### src/rtl/phy_irq_regs.sv
module phy_irq_regs #(
  parameter int AW = 8,
  parameter int DW = 8,
  parameter logic [AW-1:0] EN_BASE  = 8'h10,
  parameter logic [AW-1:0] ST_ADDR  = 8'h13,
  parameter logic [AW-1:0] LAT_ADDR = 8'h14,
  parameter logic [AW-1:0] DBG_ADDR = 8'h15,
  parameter logic [AW-1:0] SCR_BASE = 8'h16,
  parameter logic [DW-1:0] EN_RST   = 8'h01
) (
  input  logic          clk,
  input  logic          rst_n,
  input  logic          wr_en,
  input  logic          rd_en,
  input  logic [AW-1:0] addr,
  input  logic [DW-1:0] wdata,
  output logic [DW-1:0] rdata,
  input  logic          host_mode,
  input  logic          host_disc,
  input  logic [1:0]    line_state,
  output logic          irq
);
  localparam logic [AW-1:0] NALIAS = 3;

  logic [DW-1:0] en_q, scr_q, lat_q;
  logic          disc_q;
  logic [AW-1:0] en_off, scr_off;
  logic          en_hit, scr_hit, evt, rd_clr;

  assign en_off  = addr - EN_BASE;
  assign scr_off = addr - SCR_BASE;
  assign en_hit  = en_off < NALIAS;
  assign scr_hit = scr_off < NALIAS;
  assign evt     = host_mode & en_q[0] & disc_q & ~host_disc;
  assign rd_clr  = rd_en & (addr == LAT_ADDR);
  assign irq     = |lat_q;

  function automatic logic [DW-1:0] alias_upd(input logic [DW-1:0] cur,
                                              input logic [DW-1:0] wd,
                                              input logic [AW-1:0] off);
    case (off)
      0:       return wd;
      1:       return cur | wd;
      2:       return cur & ~wd;
      default: return cur;
    endcase
  endfunction

  always_ff @(posedge clk or negedge rst_n) begin
    if (!rst_n) begin
      en_q   <= EN_RST;
      scr_q  <= '0;
      lat_q  <= '0;
      disc_q <= 1'b0;
    end else begin
      disc_q <= host_disc;
      if (wr_en && en_hit)  en_q  <= alias_upd(en_q, wdata, en_off);
      if (wr_en && scr_hit) scr_q <= alias_upd(scr_q, wdata, scr_off);
      if (rd_clr) lat_q <= {{(DW-1){1'b0}}, evt};
      else        lat_q <= lat_q | {{(DW-1){1'b0}}, evt};
    end
  end

  always_comb begin
    rdata = '0;
    if (en_hit)                 rdata = en_q;
    else if (scr_hit)           rdata = scr_q;
    else if (addr == ST_ADDR)   rdata = {{(DW-1){1'b0}}, host_disc};
    else if (addr == LAT_ADDR)  rdata = lat_q;
    else if (addr == DBG_ADDR)  rdata = {{(DW-2){1'b0}}, line_state};
  end
endmodule

### config.mk
export PLATFORM = sky130hd
export DESIGN_NAME = phy_irq_regs
export DESIGN_NICKNAME = d
export VERILOG_FILES = /design/src/rtl/phy_irq_regs.sv
export SDC_FILE = /design/constraint.sdc
export NUM_CORES = 1
export LEC_CHECK = 0
export BUFFER_PORTS_ARGS = -buffer_cell sky130_fd_sc_hd__buf_2
export CAP_MARGIN = 20
export CORE_UTILIZATION = 45
export DETAILED_ROUTE_END_ITERATION = 10
export GPL_ROUTABILITY_DRIVEN = 1
export PLACE_DENSITY = 0.72
export SYNTH_ARGS = -nofsm -noshare
export SYNTH_HDL_FRONTEND = slang
export SYNTH_SLANG_ARGS = --single-unit
### constraint.sdc
create_clock -name clk -period 1.1 [get_ports clk]
set_input_delay 0.055 -clock clk [delete_from_list [all_inputs] [get_ports clk]]
set_output_delay 0.055 -clock clk [all_outputs]
set_load 0.005 [all_outputs]
## Yosys cells after proc, flatten, opt, wreduce, memory -nomap -nowiden

Index checks and enable logic that the tools add are counted.

- Register bits: 25
- Input bits: 24
- Memories: 0
- Output and inout bits: 9
- Memory bits (read-only): 0
- Latch bits: 0
- Memory bits (writable): 0
- Logic and storage cells: 43

- Bitwise gates (word level): 11
- Equality and inequality tests: 7
- Order comparisons: 2
- Add/sub/neg operators: 2
- Muxes and demuxes: 8
- Shift-type cells: 0
- Divide/modulo/power cells: 0
- $mul: 0
- Reduce and logical (&&, ||, !) cells: 9

Operators by type and width:

| cell | number |
|---|---|
| 8-bit case mux with 3 select lines | 2 |
| 8-bit two-way mux | 5 |
| 8-bit by 5-bit == test with 1-bit output, second input constant | 3 |
| 8-bit bitwise AND | 2 |
| 8-bit by 1-bit == test with 1-bit output, second input constant | 2 |
| 8-bit by 2-bit == test with 1-bit output, second input constant | 2 |
| 8-bit logical NOT | 2 |
| 8-bit by 2-bit < comparator with 1-bit output, second input constant | 2 |
| 8-bit bitwise OR | 2 |
| 8-bit by 5-bit subtractor with 8-bit output, second input constant | 2 |
| 8-bit inverter | 1 |
| 8-bit by 1-bit bitwise OR with 8-bit output | 1 |
| 8-bit OR reduction | 1 |
| 3-bit nonzero test | 2 |
| 1-bit bitwise AND | 4 |
| 2-bit AND reduction | 2 |
| 1-bit logical AND | 2 |
| 2-bit two-way mux | 1 |
| 1-bit inverter | 1 |

## Longest topological paths before layout

- Depth in word-level cells: 6
- Depth in mapped cells: 5
- Depth with buffers taken out: 5

## Least setup slack after synthesis

No wires, ideal clock.

- Path type: input to register
- Start: in addr[1]
- End: reg scr_q[2]
- Library setup time: 126 ps
- Setup slack: -343 ps
- Required time: 974 ps
- Cell stages on the path: 5
- Arrival time: 1317 ps
- Path buffers: 0
- Path through: ha_1 -> nor3_1 -> nor2b_1 -> o211ai_1 -> a221o_1

- Cells in the longest elaborated chain, start to end: 4
- Elaborated cells between the ends (all ways): 9
- Those cells by class: add/sub: 1; order compare: 1; eq/ne: 2; mux: 1; reduce/logical: 4

RTL lines:

| element | line | source |
|---|---|---|
| start: declaration | 15 | `input logic [AW-1:0] addr,` |
| 8-bit by 5-bit subtractor with 8-bit output (*) | 31 | `assign scr_off = addr - SCR_BASE;` |
| 8-bit by 2-bit < comparator with 1-bit output (tied with other cells) | 33 | `assign scr_hit = scr_off < NALIAS;` |
| 1-bit logical AND / 3-bit nonzero test (equally long branches) | - |  |
| 2-bit AND reduction (no source line) | - |  |
| end signal: assignment | 58 | `if (wr_en && scr_hit) scr_q <= alias_upd(scr_q, wdata, scr_off);` |
| end: declaration | 25 | `logic [DW-1:0] en_q, scr_q, lat_q;` |

Mark *: on every way between the ends. The rest lies on a longest branch, timed or not.
A chain may end at the register's enable or synchronous reset.

## Worst setup path in the final report

- Start: reg lat_q[0]
- End: out rdata[0]

- Cells in the longest elaborated chain, start to end: 4

RTL lines:

| element | line | source |
|---|---|---|
| start: declaration | 25 |  |
| start signal: assignment | 59 | `if (rd_clr) lat_q <= {{(DW-1){1'b0}}, evt};` |
| start signal: assignment | 60 | `else lat_q <= lat_q \| {{(DW-1){1'b0}}, evt};` |
| 8-bit two-way mux | 69 | `else if (addr == LAT_ADDR) rdata = lat_q;` |
| 8-bit two-way mux | 68 | `else if (addr == ST_ADDR) rdata = {{(DW-1){1'b0}}, host_disc};` |
| 8-bit two-way mux | 67 | `else if (scr_hit) rdata = scr_q;` |
| 8-bit two-way mux | 66 | `if (en_hit) rdata = en_q;` |
| end: declaration | 17 | `output logic [DW-1:0] rdata,` |

No other way between the ends.

==> metrics.md <==
| Metric | Value |
|---|---|
| Status | `finished with violations` |
| Failing checks | `negative setup slack` |
| Layout cells sized above 1 | `0.532` |
| CTS max path bufs | `2` |
| Final Cycle Share | `1.33` |
| Nets | `197` |
| Synth unique cells | `38` |
| Cell count after synthesis | `102` |
| Clk Tree Root Cell | `clkbuf_4` |
| Initial antenna violation count | `0` |
| Hold wc startpoint | `wdata[1]` |
| Leak | `0.857 nW` |
| Syn nets | `127` |
| Antenna-violating nets left | `0` |
| Hold EP | `en_q[1]` |
| CTS tree | `yes` |
| WL final | `3710 um` |
| Clk sinks | `18` |
| Reg2reg start | `scr_q[4]` |
| PwrDens | `1100 nW/um^2` |
| First-pass GRT wire length | `5740 um` |
| Flops & latches, synth | `18` |
| Ports | `33` |
| Slew @ Worst Pin | `402 ps` |
| Reg2Reg Setup Slack | `80 ps` |
| DRC | `0` |
| Most frequent cells in the layout | `buf_2, buf_4, dfrtp_1` |
| GRT Overall Usage | `0.301` |
| Die area | `2670 um^2` |
| TNS Setup | `-3790 ps` |
| Htree depth | `1` |
| Worst skew pair latency | `300 ps` |
| CP Class | `flop to output port` |
| Area Overhead vs Synth | `62.3%` |
| Clock transition at path regs | `110 ps` |
| WP data arrival | `1410 ps` |
| Critical Path RT | `1040 ps` |
| Finish-stage setup viols | `23` |
| Leading cell type in the layout, fill and taps excluded | `buf_2` |
| Max Cap Viol | `0` |
| Mapped cell area | `1110 um^2` |
| Max_slew headroom | `0.732` |
| Vias in the first global route | `1178` |
| Hold Crit Class | `primary input to flop` |
| Wl on met1 | `1610 um` |
| DP HPWL | `2230 um` |
| Starting density of the core | `0.489` |
| Ant diodes | `0` |
| Num CTS Buffers | `3` |
| Drt first pass iters | `4` |
| Drt initial violations | `30` |
| Fmax | `685 MHz` |
| Hold Fails Final Rpt | `0` |
| Yosys warning total | `0` |
| Worst Slack Setup Final | `-361 ps` |
| Post-DR wirelength/cell | `18.6 um` |
| DR WL met2 | `1850 um` |
| Core footprint | `2280 um^2` |
| Wire length on met3 | `183 um` |
| Reg2reg path depth | `2` |
| Max-slew violation count | `0` |
| Fill cell count | `144` |
| Routability Congestion | `0.773` |
| GRT overflow | `0` |
| DR vias | `1207` |
| Die span in x | `51.7 um` |
| IO Port Bufs | `32` |
| Hold path depth | `2` |
| CP Launch Type | `flop` |
| Reg2reg end | `scr_q[4]` |
| Final instance area | `1810 um^2` |
| Dpl cell area | `1510 um^2` |
| Worst-path fanout max | `2` |
| Worst vdd ir | `1.13 mV` |
| CP Capture Type | `output port` |
| Post-Syn Area per Cell | `10.9 um^2` |
| DR vias/cell | `6.07` |
| Clk_skew | `0.0807 ps` |
| Tmin final | `1460 ps` |
| Die extent in y | `51.7 um` |
| Largest net degree at the start of global routing | `19` |
| Number of cell rows | `17` |
| Seq/Total Area, Yosys | `0.406` |
| RSZ-0062 raised after global routing | `yes` |
| Uppermost layer routed | `met4` |
-- synthesized netlist by cell type --
cell        n  area, um^2
nor4_2      1        12.5
nor2_1      2        7.51
o21ai_1     7        35.0
nor4_4      2        42.5
a21oi_1     3        15.0
nor4_1      1        6.26
and3b_1     7        61.3
and3_1      1        6.26
nor3_1      1        5.00
nand2b_1    3        18.8
buf_2       1        5.00
nor3b_1     1        7.51
xnor2_1     1        8.76
nor3_2      1        10.0
o2111a_1    1        11.3
a21o_1      1        7.51
or4b_4      1        13.8
o21a_1      1        7.51
o211ai_1    3        22.5
mux2i_1     1        10.0
a22oi_1     1        7.51
a221o_1     8        80.1
a22o_1     14         123
o21ai_2     1        8.76
dfstp_2     1        26.3
nor2b_1     5        31.3
dfrtp_1    17         425
o211a_1     1        10.0
clkbuf_1    1        3.75
inv_1       3        11.3
nand4b_1    1        8.76
nand2_1     3        11.3
o21ai_0     1        5.00
a32o_1      1        10.0
nand4bb_1   1        11.3
or2_2       1        6.26
ha_1        1        12.5
nand4_1     1        6.26
-- sequential cells by signal, indices dropped and copies added, names as in the netlist --
signal  cells
en_q        8
scr_q       8
disc_q      1
lat_q       1
-- worst max path at each step --
stage | from | end | slack, ps
floorplan | addr[7] | en_q[1] | -220
global placement | addr[2] | scr_q[0] | -380
detailed placement | addr[2] | scr_q[0] | -490
CTS | addr[5] | rdata[0] | -310
global route | lat_q[0] | rdata[0] | -440
finish | lat_q[0] | rdata[0] | -360
-- repair_timing --
action / CTS / global route
buffers inserted: 9 / 2
hold buffers: 2 / 1
pin swaps: 15 / 14
resized for setup: 23 / 12
hold endpoints to repair: 19 / 1
endpoints found under the setup margin: 24 / 24
-- worst max-delay path, cell delays in order (launching register included) --
cell     delay, ps
dfrtp_1        390
mux2i_1        160
nand2_1         70
and3_4         170
o211a_1        190
buf_2          120
-- per-stage QoR --
stage                     worst slack, ps  cells  power [W]  hold slack, ps   util
final                                -361    199    0.00199            23.1  0.793
after global routing                 -436    199    0.00210            18.2  0.793
after CTS                            -309    198    0.00195           0.167  0.770
after detailed placement             -489    183    0.00145            6.83  0.662
after global placement               -379    183    0.00142            1.37  0.662
after floorplan                      -223    102    0.00123            -241      -
-- power breakdown --
group          leakage, nW  switching (W)  total [W]  internal (W)
Clock               0.0210       0.000218   0.000420      0.000202
Combinational        0.610       0.000242   0.000586      0.000343
Sequential           0.226       0.000144   0.000988      0.000844
Total                0.857       0.000604    0.00199       0.00139
-- layer usage --
metal / up-vias / track usage
met5: - / 0
met4: 0 / 0.0901
met3: 11 / 0.0526
met2: 56 / 0.500
met1: 581 / 0.400
li1: 559 / -
-- cell type report --
type	count	area [um^2]	share of cell area
Multi-Input combinational cell	79	767	0.425
Timing Repair Buffer	67	504	0.279
Sequential cell	18	452	0.250
Clock buffer	4	36.3	0.0201
Tap cell	28	35.0	0.0194
Inverter	3	11.3	0.00624
-- kinds of logic (layout without fill, tap and decap cells) --
kind of cell    after synthesis  count (layout)  share of synthesized area
compound gates               43              43                      0.308
flops                        18              18                      0.406
buf+inv                       5              74                     0.0180
fa+ha+maj                     1               1                     0.0112
mux                           1               1                    0.00900
simple gates                 33              33                      0.240
xor+xnor                      1               1                    0.00788
Power figures use the tool's default switching activity.
